<file path="src/rtl/tmr_pkg.sv">
package tmr_pkg;

    localparam int N_TMR  = 3;
    localparam int EV_W   = 3;
    localparam int ST_W   = N_TMR * EV_W;
    localparam int CT_W   = N_TMR * 4;
    localparam int AW     = 8;

    localparam logic [1:0] BLK_SHARED = 2'd3;
    localparam logic [1:0] SUB_CTRL   = 2'd0;
    localparam logic [1:0] SUB_STAT   = 2'd1;
    localparam logic [1:0] SUB_MASK   = 2'd2;

    typedef enum logic [1:0] {
        R_CNT  = 2'd0,
        R_RLD  = 2'd1,
        R_CMP1 = 2'd2,
        R_CMP2 = 2'd3
    } tmr_reg_e;

    // bit 0 = compare 1, bit 1 = compare 2, bit 2 = overflow
    typedef struct packed {
        logic ovf;
        logic cmp2;
        logic cmp1;
    } tmr_ev_t;

    typedef struct packed {
        logic en;
        logic ext;
        logic ien;
        logic up;
    } tmr_cfg_t;

    function automatic tmr_cfg_t cfg_of(input logic [CT_W-1:0] c, input int n);
        tmr_cfg_t r;
        r.en  = c[3*n];
        r.ext = c[3*n+1];
        r.ien = c[3*n+2];
        r.up  = c[3*N_TMR+n];
        return r;
    endfunction

endpackage

</file>
<file path="src/rtl/tmr_channel.sv">
module tmr_channel
    import tmr_pkg::*;
#(
    parameter int CW = 32
) (
    input  logic          clk,
    input  logic          rst,
    input  logic          run,
    input  logic          count_up,
    input  logic          wr_en,
    input  tmr_reg_e      wr_reg,
    input  logic [CW-1:0] wr_data,
    output logic [CW-1:0] cnt_o,
    output logic [CW-1:0] rld_o,
    output logic [CW-1:0] cmp1_o,
    output logic [CW-1:0] cmp2_o,
    output tmr_ev_t       ev_o
);

    localparam logic [CW-1:0] ALL_ONES = '1;

    logic [CW-1:0] cnt_q, rld_q, cmp1_q, cmp2_q;
    logic [CW-1:0] cnt_nx;
    logic          at_end;
    logic          load_cnt;

    always_comb begin
        if (count_up) begin
            at_end = (cnt_q == ALL_ONES);
            cnt_nx = at_end ? rld_q : cnt_q + CW'(1);
        end else begin
            at_end = (cnt_q == '0);
            cnt_nx = at_end ? rld_q : cnt_q - CW'(1);
        end
        load_cnt = wr_en && (wr_reg == R_CNT);
        ev_o = '0;
        if (run && !load_cnt) begin
            ev_o.ovf  = at_end;
            ev_o.cmp1 = (cnt_nx == cmp1_q);
            ev_o.cmp2 = (cnt_nx == cmp2_q);
        end
    end

    always_ff @(posedge clk) begin
        if (rst) begin
            cnt_q  <= '0;
            rld_q  <= '0;
            cmp1_q <= '0;
            cmp2_q <= '0;
        end else begin
            if (load_cnt)
                cnt_q <= wr_data;
            else if (run)
                cnt_q <= cnt_nx;
            if (wr_en && wr_reg == R_RLD)  rld_q  <= wr_data;
            if (wr_en && wr_reg == R_CMP1) cmp1_q <= wr_data;
            if (wr_en && wr_reg == R_CMP2) cmp2_q <= wr_data;
        end
    end

    assign cnt_o  = cnt_q;
    assign rld_o  = rld_q;
    assign cmp1_o = cmp1_q;
    assign cmp2_o = cmp2_q;

endmodule

</file>
<file path="src/rtl/tmr_evt_ctl.sv">
module tmr_evt_ctl
    import tmr_pkg::*;
#(
    parameter int NT = 3,
    parameter int CW = 32
) (
    input  logic            clk,
    input  logic            rst,
    input  logic            wr_ctrl,
    input  logic            wr_stat,
    input  logic            wr_mask,
    input  logic [CW-1:0]   wr_data,
    input  logic [3*NT-1:0] ev_in,
    output logic [4*NT-1:0] ctrl_o,
    output logic [3*NT-1:0] stat_o,
    output logic [3*NT-1:0] mask_o,
    output logic [NT-1:0]   irq_o
);

    localparam int CTW = 4 * NT;
    localparam int STW = 3 * NT;

    logic [CTW-1:0] ctrl_q;
    logic [STW-1:0] stat_q, mask_q;
    logic [STW-1:0] stat_base;

    // a same-cycle event is ORed after the replacing write, so it wins
    assign stat_base = wr_stat ? wr_data[STW-1:0] : stat_q;

    always_ff @(posedge clk) begin
        if (rst) begin
            ctrl_q <= '0;
            stat_q <= '0;
            mask_q <= '0;
        end else begin
            stat_q <= stat_base | ev_in;
            if (wr_ctrl) ctrl_q <= wr_data[CTW-1:0];
            if (wr_mask) mask_q <= wr_data[STW-1:0];
        end
    end

    for (genvar n = 0; n < NT; n++) begin : g_irq
        assign irq_o[n] = ctrl_q[3*n+2] & (|(stat_q[3*n +: 3] & mask_q[3*n +: 3]));
    end

    assign ctrl_o = ctrl_q;
    assign stat_o = stat_q;
    assign mask_o = mask_q;

endmodule

</file>
<file path="src/rtl/tmr_triple.sv">
module tmr_triple
    import tmr_pkg::*;
#(
    parameter int CW = 32
) (
    input  logic          clk,
    input  logic          rst,
    input  logic          bus_we,
    input  logic [7:0]    bus_addr,
    input  logic [CW-1:0] bus_wdata,
    output logic [CW-1:0] bus_rdata,
    input  logic [2:0]    tick_en,
    output logic [2:0]    irq
);

    logic [1:0] blk, sub;
    logic       in_range;

    assign in_range = (bus_addr[7:6] == 2'b00);
    assign blk      = bus_addr[5:4];
    assign sub      = bus_addr[3:2];

    logic [CT_W-1:0]       ctrl_q;
    logic [ST_W-1:0]       stat_q, mask_q;
    logic [ST_W-1:0]       ev_all;
    logic [N_TMR*CW-1:0]   cnt_flat;
    logic [CW-1:0]         cnt_a  [N_TMR];
    logic [CW-1:0]         rld_a  [N_TMR];
    logic [CW-1:0]         cmp1_a [N_TMR];
    logic [CW-1:0]         cmp2_a [N_TMR];

    for (genvar n = 0; n < N_TMR; n++) begin : g_tmr
        tmr_cfg_t cfg;
        tmr_ev_t  ev;
        logic     run, wr_sel;

        assign cfg    = cfg_of(ctrl_q, n);
        assign run    = cfg.en && (cfg.ext ? tick_en[n] : 1'b1);
        assign wr_sel = bus_we && in_range && (blk == 2'(n));

        tmr_channel #(.CW(CW)) u_ch (
            .clk      (clk),
            .rst      (rst),
            .run      (run),
            .count_up (cfg.up),
            .wr_en    (wr_sel),
            .wr_reg   (tmr_reg_e'(sub)),
            .wr_data  (bus_wdata),
            .cnt_o    (cnt_a[n]),
            .rld_o    (rld_a[n]),
            .cmp1_o   (cmp1_a[n]),
            .cmp2_o   (cmp2_a[n]),
            .ev_o     (ev)
        );

        assign ev_all[EV_W*n +: EV_W] = ev;
        assign cnt_flat[CW*n +: CW]   = cnt_a[n];
    end

    logic shared_wr;
    assign shared_wr = bus_we && in_range && (blk == BLK_SHARED);

    tmr_evt_ctl #(.NT(N_TMR), .CW(CW)) u_evt (
        .clk     (clk),
        .rst     (rst),
        .wr_ctrl (shared_wr && sub == SUB_CTRL),
        .wr_stat (shared_wr && sub == SUB_STAT),
        .wr_mask (shared_wr && sub == SUB_MASK),
        .wr_data (bus_wdata),
        .ev_in   (ev_all),
        .ctrl_o  (ctrl_q),
        .stat_o  (stat_q),
        .mask_o  (mask_q),
        .irq_o   (irq)
    );

    always_comb begin
        bus_rdata = '0;
        if (in_range) begin
            if (blk == BLK_SHARED) begin
                case (sub)
                    SUB_CTRL: bus_rdata = CW'(ctrl_q);
                    SUB_STAT: bus_rdata = CW'(stat_q);
                    SUB_MASK: bus_rdata = CW'(mask_q);
                    default:  bus_rdata = '0;
                endcase
            end else begin
                for (int n = 0; n < N_TMR; n++) begin
                    if (blk == 2'(n)) begin
                        case (tmr_reg_e'(sub))
                            R_CNT:  bus_rdata = cnt_a[n];
                            R_RLD:  bus_rdata = rld_a[n];
                            R_CMP1: bus_rdata = cmp1_a[n];
                            R_CMP2: bus_rdata = cmp2_a[n];
                            default: bus_rdata = '0;
                        endcase
                    end
                end
            end
        end
    end

endmodule

</file>
<file path="config.mk">
export PLATFORM = sky130hd
export DESIGN_NAME = tmr_triple
export DESIGN_NICKNAME = d
export VERILOG_FILES = /design/src/rtl/tmr_pkg.sv /design/src/rtl/tmr_channel.sv /design/src/rtl/tmr_evt_ctl.sv /design/src/rtl/tmr_triple.sv
export SDC_FILE = /design/constraint.sdc
export NUM_CORES = 2
export LEC_CHECK = 0
export BUFFER_PORTS_ARGS = -buffer_cell sky130_fd_sc_hd__clkbuf_2
export CORE_MARGIN = 5
export CORE_UTILIZATION = 40
export DETAILED_ROUTE_END_ITERATION = 8
export PLACE_DENSITY = 0.51
export SLEW_MARGIN = 0
export SYNTH_ARGS = -nofsm -noshare
export SYNTH_HDL_FRONTEND = slang
export SYNTH_SLANG_ARGS = --single-unit
</file>
<file path="constraint.sdc">
create_clock -name clk -period 4.89 [get_ports clk]
set_input_delay 0.978 -clock clk [delete_from_list [all_inputs] [get_ports clk]]
set_output_delay 0.978 -clock clk [all_outputs]
set_load 0.1 [all_outputs]
</file>
[After elaboration in Yosys (flattened, before gate mapping)]
Cells that the tools add are included.
W data, S select, Z words.
Operators by class
  add/sub/neg operators: 6
  eq/ne operators: 15
  multiplexer cells: 34
  bitwise logic cells: 7
  reductions and logical operators: 41
Operator list (number)
  $mux W32: 20
  $pmux W32 S4: 3
  $eq A32 B32 Y1: 6
  $add A32 B1 Y32 const B: 3
  $eq A32 B32 Y1 const B: 3
  $logic_not A32 Y1: 3
  $sub A32 B1 Y32 const B: 3
  $pmux W12 S3: 1
  $logic_and A1 B1 Y1: 26
  $and A3 B3 Y3: 3
  $mux W3: 3
  $mux W9: 1
  $or A9 B9 Y9: 1
  $reduce_or A3 Y1: 3
  $eq A2 B2 Y1 const B: 4
  $logic_not A2 Y1: 3
  $mux W1: 6
  $reduce_bool A2 Y1: 3
  $eq A2 B1 Y1 const B: 2
  $and A1 B1 Y1: 3
  $logic_not A1 Y1: 3
Storage, ports and cells
  flip-flop bits (word level): 414
  input bits: 46
  output and inout port bits: 35
  word-level logic and storage cells: 118

[Depth between registers and ports, before layout]
  depth in word-level cells: 8
  gate-level depth with buffers: 15
  gate-level depth less buffers: 12

[By module]
A second synthesis with hierarchy kept.
Unflattened totals
  cell total of the unflattened synthesis: 3693
  area, all modules: 28294.6 um^2
Modules (own cells, without submodules)
  tmr_channel (g_tmr[1].u_ch ...): instances 2, cells an instance 1065, area an instance 7796.2 um^2
  tmr_channel (g_tmr[0].u_ch): instances 1, cells an instance 1073, area an instance 7858.8 um^2
  tmr_triple: instances 1, cells an instance 379, area an instance 3697.3 um^2
  tmr_evt_ctl: instances 1, cells an instance 111, area an instance 1146.1 um^2

[Worst setup path after synthesis]
OpenSTA, ideal clock, no wires.
  path kind: input to output
  start: input bus_addr[2]
  end: output bus_rdata[11]
  arrival time: 5.450 ns
  data required time: 3.912 ns
  slack: -1.538 ns
  cell stages on the path: 9
  buffers on the path: 5
  cell sequence: clkbuf_1 -> clkbuf_1 -> clkbuf_1 -> buf_1 -> clkbuf_1 -> a22oi_1 -> o22ai_1 -> nand2_1 -> a221oi_1
Between the ends
  longest elaborated chain between the ends: 7
Ends and longest elaborated chain
  start, declared: RTL line tmr_triple.sv:9  | input logic [7:0] bus_addr,
  $eq A2 B2 Y1, or another cell as far along: RTL line tmr_triple.sv:90  | case (tmr_reg_e'(sub))
  $pmux W32 S4: RTL line tmr_triple.sv:90
  $mux W32 (3 in a row): RTL line tmr_triple.sv:89  | if (blk == 2'(n)) begin
  $mux W32 *: RTL line tmr_triple.sv:80  | if (blk == BLK_SHARED) begin
  $mux W32 *: RTL line tmr_triple.sv:79  | if (in_range) begin
  end, declared: RTL line tmr_triple.sv:11  | output logic [CW-1:0] bus_rdata,
Every way passes the cells marked *; elsewhere a longest branch is shown, timed or not.

[Final worst setup path]
  start: register g_tmr[0].u_ch.cnt_q[1]
  end: register u_evt.stat_q[0], in the netlist u_evt.stat_o[0]
Between the ends
  longest elaborated chain between the ends: 6
Ends and longest elaborated chain
  start, declared: RTL line tmr_channel.sv:22  | logic [CW-1:0] cnt_q, rld_q, cmp1_q, cmp2_q;
  start signal, assigned: RTL line tmr_channel.sv:52  | cnt_q <= wr_data;
  start signal, assigned: RTL line tmr_channel.sv:54  | cnt_q <= cnt_nx;
  $sub A32 B1 Y32, or another cell as far along: RTL line tmr_channel.sv:33  | cnt_nx = at_end ? rld_q : cnt_q - CW'(1);
  $mux W32, on equally long branches: RTL line tmr_channel.sv:33, tmr_channel.sv:30
  $mux W32 *: RTL line tmr_channel.sv:28  | if (count_up) begin
  $eq A32 B32 Y1 *: RTL line tmr_channel.sv:39  | ev_o.cmp1 = (cnt_nx == cmp1_q);
  $mux W3 *: RTL line tmr_channel.sv:37  | if (run && !load_cnt) begin
  $or A9 B9 Y9 *: RTL line tmr_evt_ctl.sv:36  | stat_q <= stat_base | ev_in;
  end signal, assigned: RTL line tmr_evt_ctl.sv:36
  end, declared: RTL line tmr_evt_ctl.sv:24  | logic [STW-1:0] stat_q, mask_q;
Marked as above.
A chain may end at the register's enable or synchronous reset.

==> results.sh <==
export IMPL_status="complete, no violations"
export IMPL_post_cts_resized=0
export IMPL_critPathBufInv=4
export IMPL_reg2reg_depth=15
export IMPL_cp_slowest_cell="dfxtp_1"
export IMPL_first_global_vias=27433
export IMPL_ys_ff_latch=414
export IMPL_p_comb_share_pct=21.4
export IMPL_grt_overflow=0
export IMPL_power_mw=9.49
export IMPL_vias_per_cell=6.46
export IMPL_worstHoldPathType="reg2reg"
export IMPL_critPathLaunchType="register"
export IMPL_ctsLongestPathBuffers=3
export IMPL_avgSynthCellArea_um2=7.36
export IMPL_final_cell_mix="nand2_1, a21oi_1, dfxtp_1"
export IMPL_fin_cells=4638
export IMPL_crit_path_frequent_cell="buf_4"
export IMPL_die_w_um=272
export IMPL_internal_power_mw=6.45
export IMPL_max_stage_delay_ps=650
export IMPL_critPathKind="reg2reg"
export IMPL_grt_total_usage_pct=36.3
export IMPL_p_per_area_mw_per_mm2=300
export IMPL_area_growth_syn_to_layout_pct=15.5
export IMPL_cts_root_buf="clkbuf_16"
export IMPL_synth_edff_count=0
export IMPL_drc=0
export IMPL_nFillCells=6839
export IMPL_max_slew_margin_pct=11.3
export IMPL_cts_setup_buffers=0
export IMPL_p_clk_share_pct=42.5
export IMPL_postSynthCellCount=3724
export IMPL_vdd_drop_max_mv=0.236
export IMPL_drive_gt1_share_pct=14.3
export IMPL_htree_levels=2
export IMPL_die_area_mm2=0.0738
export IMPL_clock_fmax_ghz=0.216
export IMPL_finalSetupViolations=0
export IMPL_grt_pass1_wl_um=200000
export IMPL_antenna_found_initial=8
export IMPL_drt_iter0_markers=4059
export IMPL_worstMarginPinSlew_ps=1330
export IMPL_skew_ps=22.0
export IMPL_synthFlopType="dfxtp_1"
export IMPL_clk_pin_slew_worst_paths_ps=60
export IMPL_grt_max_degree=190
export IMPL_post_route_min_period_ps=4630
export IMPL_critPathTopFamily="simple AND/OR/NAND/NOR gates"
export IMPL_worstPathArrival_ps=5190
export IMPL_cts_hold_buf=0
export IMPL_async_reset_ff_share_pct=0
export IMPL_gp_congestion=1.01
export IMPL_cts_made_buffers=51
export IMPL_cts_tree="yes"
export IMPL_io_pins=81
export IMPL_avgRoutedWirePerCell_um=30.1
export IMPL_swShare_pct=32.1
export IMPL_critical_path_required_ps=5450
export IMPL_synth_seq_area_share_pct=30.2
export IMPL_min_path_cells=2
export IMPL_nNetsFinal=3766
export IMPL_setup_worst_path_end_class="register"
export IMPL_min_from="u_evt.ctrl_o[8]"
export IMPL_period_share_pct=94.8
export IMPL_power_switching_mw=3.04
export IMPL_drv_slew=0
export IMPL_core_mm2=0.0682
export IMPL_dp_cells=4543
export IMPL_wirelength_um=140000
export IMPL_cp_max_fo=12
export IMPL_initial_core_util_pct=40.2
export IMPL_power_leakage_nw=11.0
export IMPL_min_to="u_evt.ctrl_o[8]"
export IMPL_layout_commonest_cell="nand2_1"
export IMPL_rr_startpoint="g_tmr[0].u_ch.cnt_o[1]"
export IMPL_ys_warn_count=0
export IMPL_die_h_um=272
export IMPL_cts_sinks=414
export IMPL_rows=96
export IMPL_hold_viol=0
export IMPL_dp_hpwl_um=102000
export IMPL_port_buffers=78
export IMPL_crit_chain="inv_1 -> ha_1 -> nor3b_1 -> buf_4 -> and4_1 -> nand3_1 -> and2_1 -> o211ai_1 -> xnor2_1 -> nand3_1 -> nor4_1 -> buf_4 -> nand4_1 -> o31ai_1 -> buf_4"
export IMPL_final_setup_tns_ps=0
export IMPL_seqPwrFrac_pct=36.1
export IMPL_r2r_slack_ps=260
export IMPL_hold_ws_ps=470
export IMPL_ant_nets=0
export IMPL_syn_area_mm2=0.0274
export IMPL_vias=29981
export IMPL_insertion_delay_ps=620
export IMPL_ys_types=82
export IMPL_synth_net_count=3776
export IMPL_maxCapViolations=0
export IMPL_rsz0062_at_grt="false"
export IMPL_first_pass_iters=6
export IMPL_r2r_end="u_evt.stat_o[0]"
-- power groups by stage --
stage	clock, mW	combinational, mW	sequential, mW
CTS	4.09	1.96	3.42
global route	4.22	2.10	3.42
finish	4.03	2.03	3.42
floorplan	0	1.16	3.48
global placement	0	1.96	3.49
detailed placement	0	1.95	3.49
-- cell families after synthesis --
| logic type | Yosys count | synth area share, % |
|---|---|---|
| compound gates | 877 | 19.6 |
| buf+inv | 386 | 5.37 |
| xor+xnor | 269 | 8.60 |
| fa+ha+maj | 6 | 0.274 |
| mux | 155 | 9.58 |
| simple gates | 1617 | 26.4 |
| flops | 414 | 30.2 |
-- stage by stage --
stage          setup slack [ps]  area, um^2  utilization, %
2_1_floorplan              -176       27600               -
3_3_place_gp                463       29900            43.8
3_5_place_dp                474       29900            43.8
4_1_cts                     400       31600            46.4
5_1_grt                     180       31600            46.4
6_report                    256       31600            46.4
-- per-layer routing --
layer | track usage [%] | wire (um) | part of all wire, %
met5 | 0 | 52 | 0.037
met1 | 50.2 | 57500 | 41
met3 | 6.65 | 13700 | 9.8
met4 | 17.2 | 8080 | 5.8
met2 | 54.9 | 60400 | 43
-- worst max-delay path by stage --
stage | start | end | slack [ps] | cells after the start
finish | g_tmr[0].u_ch.cnt_o[1] | u_evt.stat_o[0] | 260 | 15
global route | g_tmr[2].u_ch.cnt_o[1] | u_evt.stat_o[7] | 180 | 12
CTS | g_tmr[2].u_ch.cnt_o[1] | u_evt.stat_o[7] | 400 | 12
detailed placement | g_tmr[2].u_ch.cnt_o[1] | u_evt.stat_o[7] | 470 | 12
global placement | g_tmr[2].u_ch.cnt_o[1] | u_evt.stat_o[7] | 460 | 12
floorplan | bus_addr[2] | bus_rdata[11] | -180 | 9
-- synthesized netlist by cell type (all sizes together), types with 25 or more instances --
cell type | n | area, um^2
a211oi | 37 | 278
inv | 36 | 135
mux4 | 84 | 1890
a21oi | 454 | 2270
nor4 | 79 | 509
nor3 | 78 | 395
mux2i | 52 | 521
and3 | 34 | 213
or3 | 26 | 163
nand2 | 821 | 3080
clkbuf | 321 | 1200
a311oi | 30 | 263
and2 | 25 | 156
nand4 | 68 | 425
o211ai | 37 | 283
nand3 | 84 | 420
or4 | 26 | 199
dfxtp | 414 | 8290
o21ai | 107 | 551
nor2 | 308 | 1160
buf | 29 | 131
xor2 | 138 | 1210
xnor2 | 131 | 1150
o22ai | 29 | 181
-- sequential cells by signal, indices dropped and copies added (netlist names) --
| register | flops |
|---|---|
| g_tmr.u_ch.rld_o | 96 |
| u_evt.stat_o | 9 |
| g_tmr.u_ch.cmp1_o | 96 |
| u_evt.mask_o | 9 |
| g_tmr.u_ch.cmp2_o | 96 |
| g_tmr.u_ch.cnt_o | 96 |
| u_evt.ctrl_o | 12 |
-- tightest hold or removal path: cells and delay by family, from the launching register on --
kind | cells | cell delay, ps
flip-flops | 1 | 310
AND/OR/NAND/NOR | 1 | 50
AO/OA/AOI/OAI | 1 | 50
-- cell type report --
cell class              count  area, um^2  share of cell area (%)
multi-input cells        2924       17900                    56.4
flip-flops and latches    414        8290                    26.2
repair buffers            287        2510                    7.93
clock buffers              70        1460                    4.61
well taps                 882        1100                    3.49
clock inverters            22         285                   0.902
inverters                  36         135                   0.427
diodes                      3        7.51                  0.0237
Note: power is estimated with default switching activity, not from simulation.
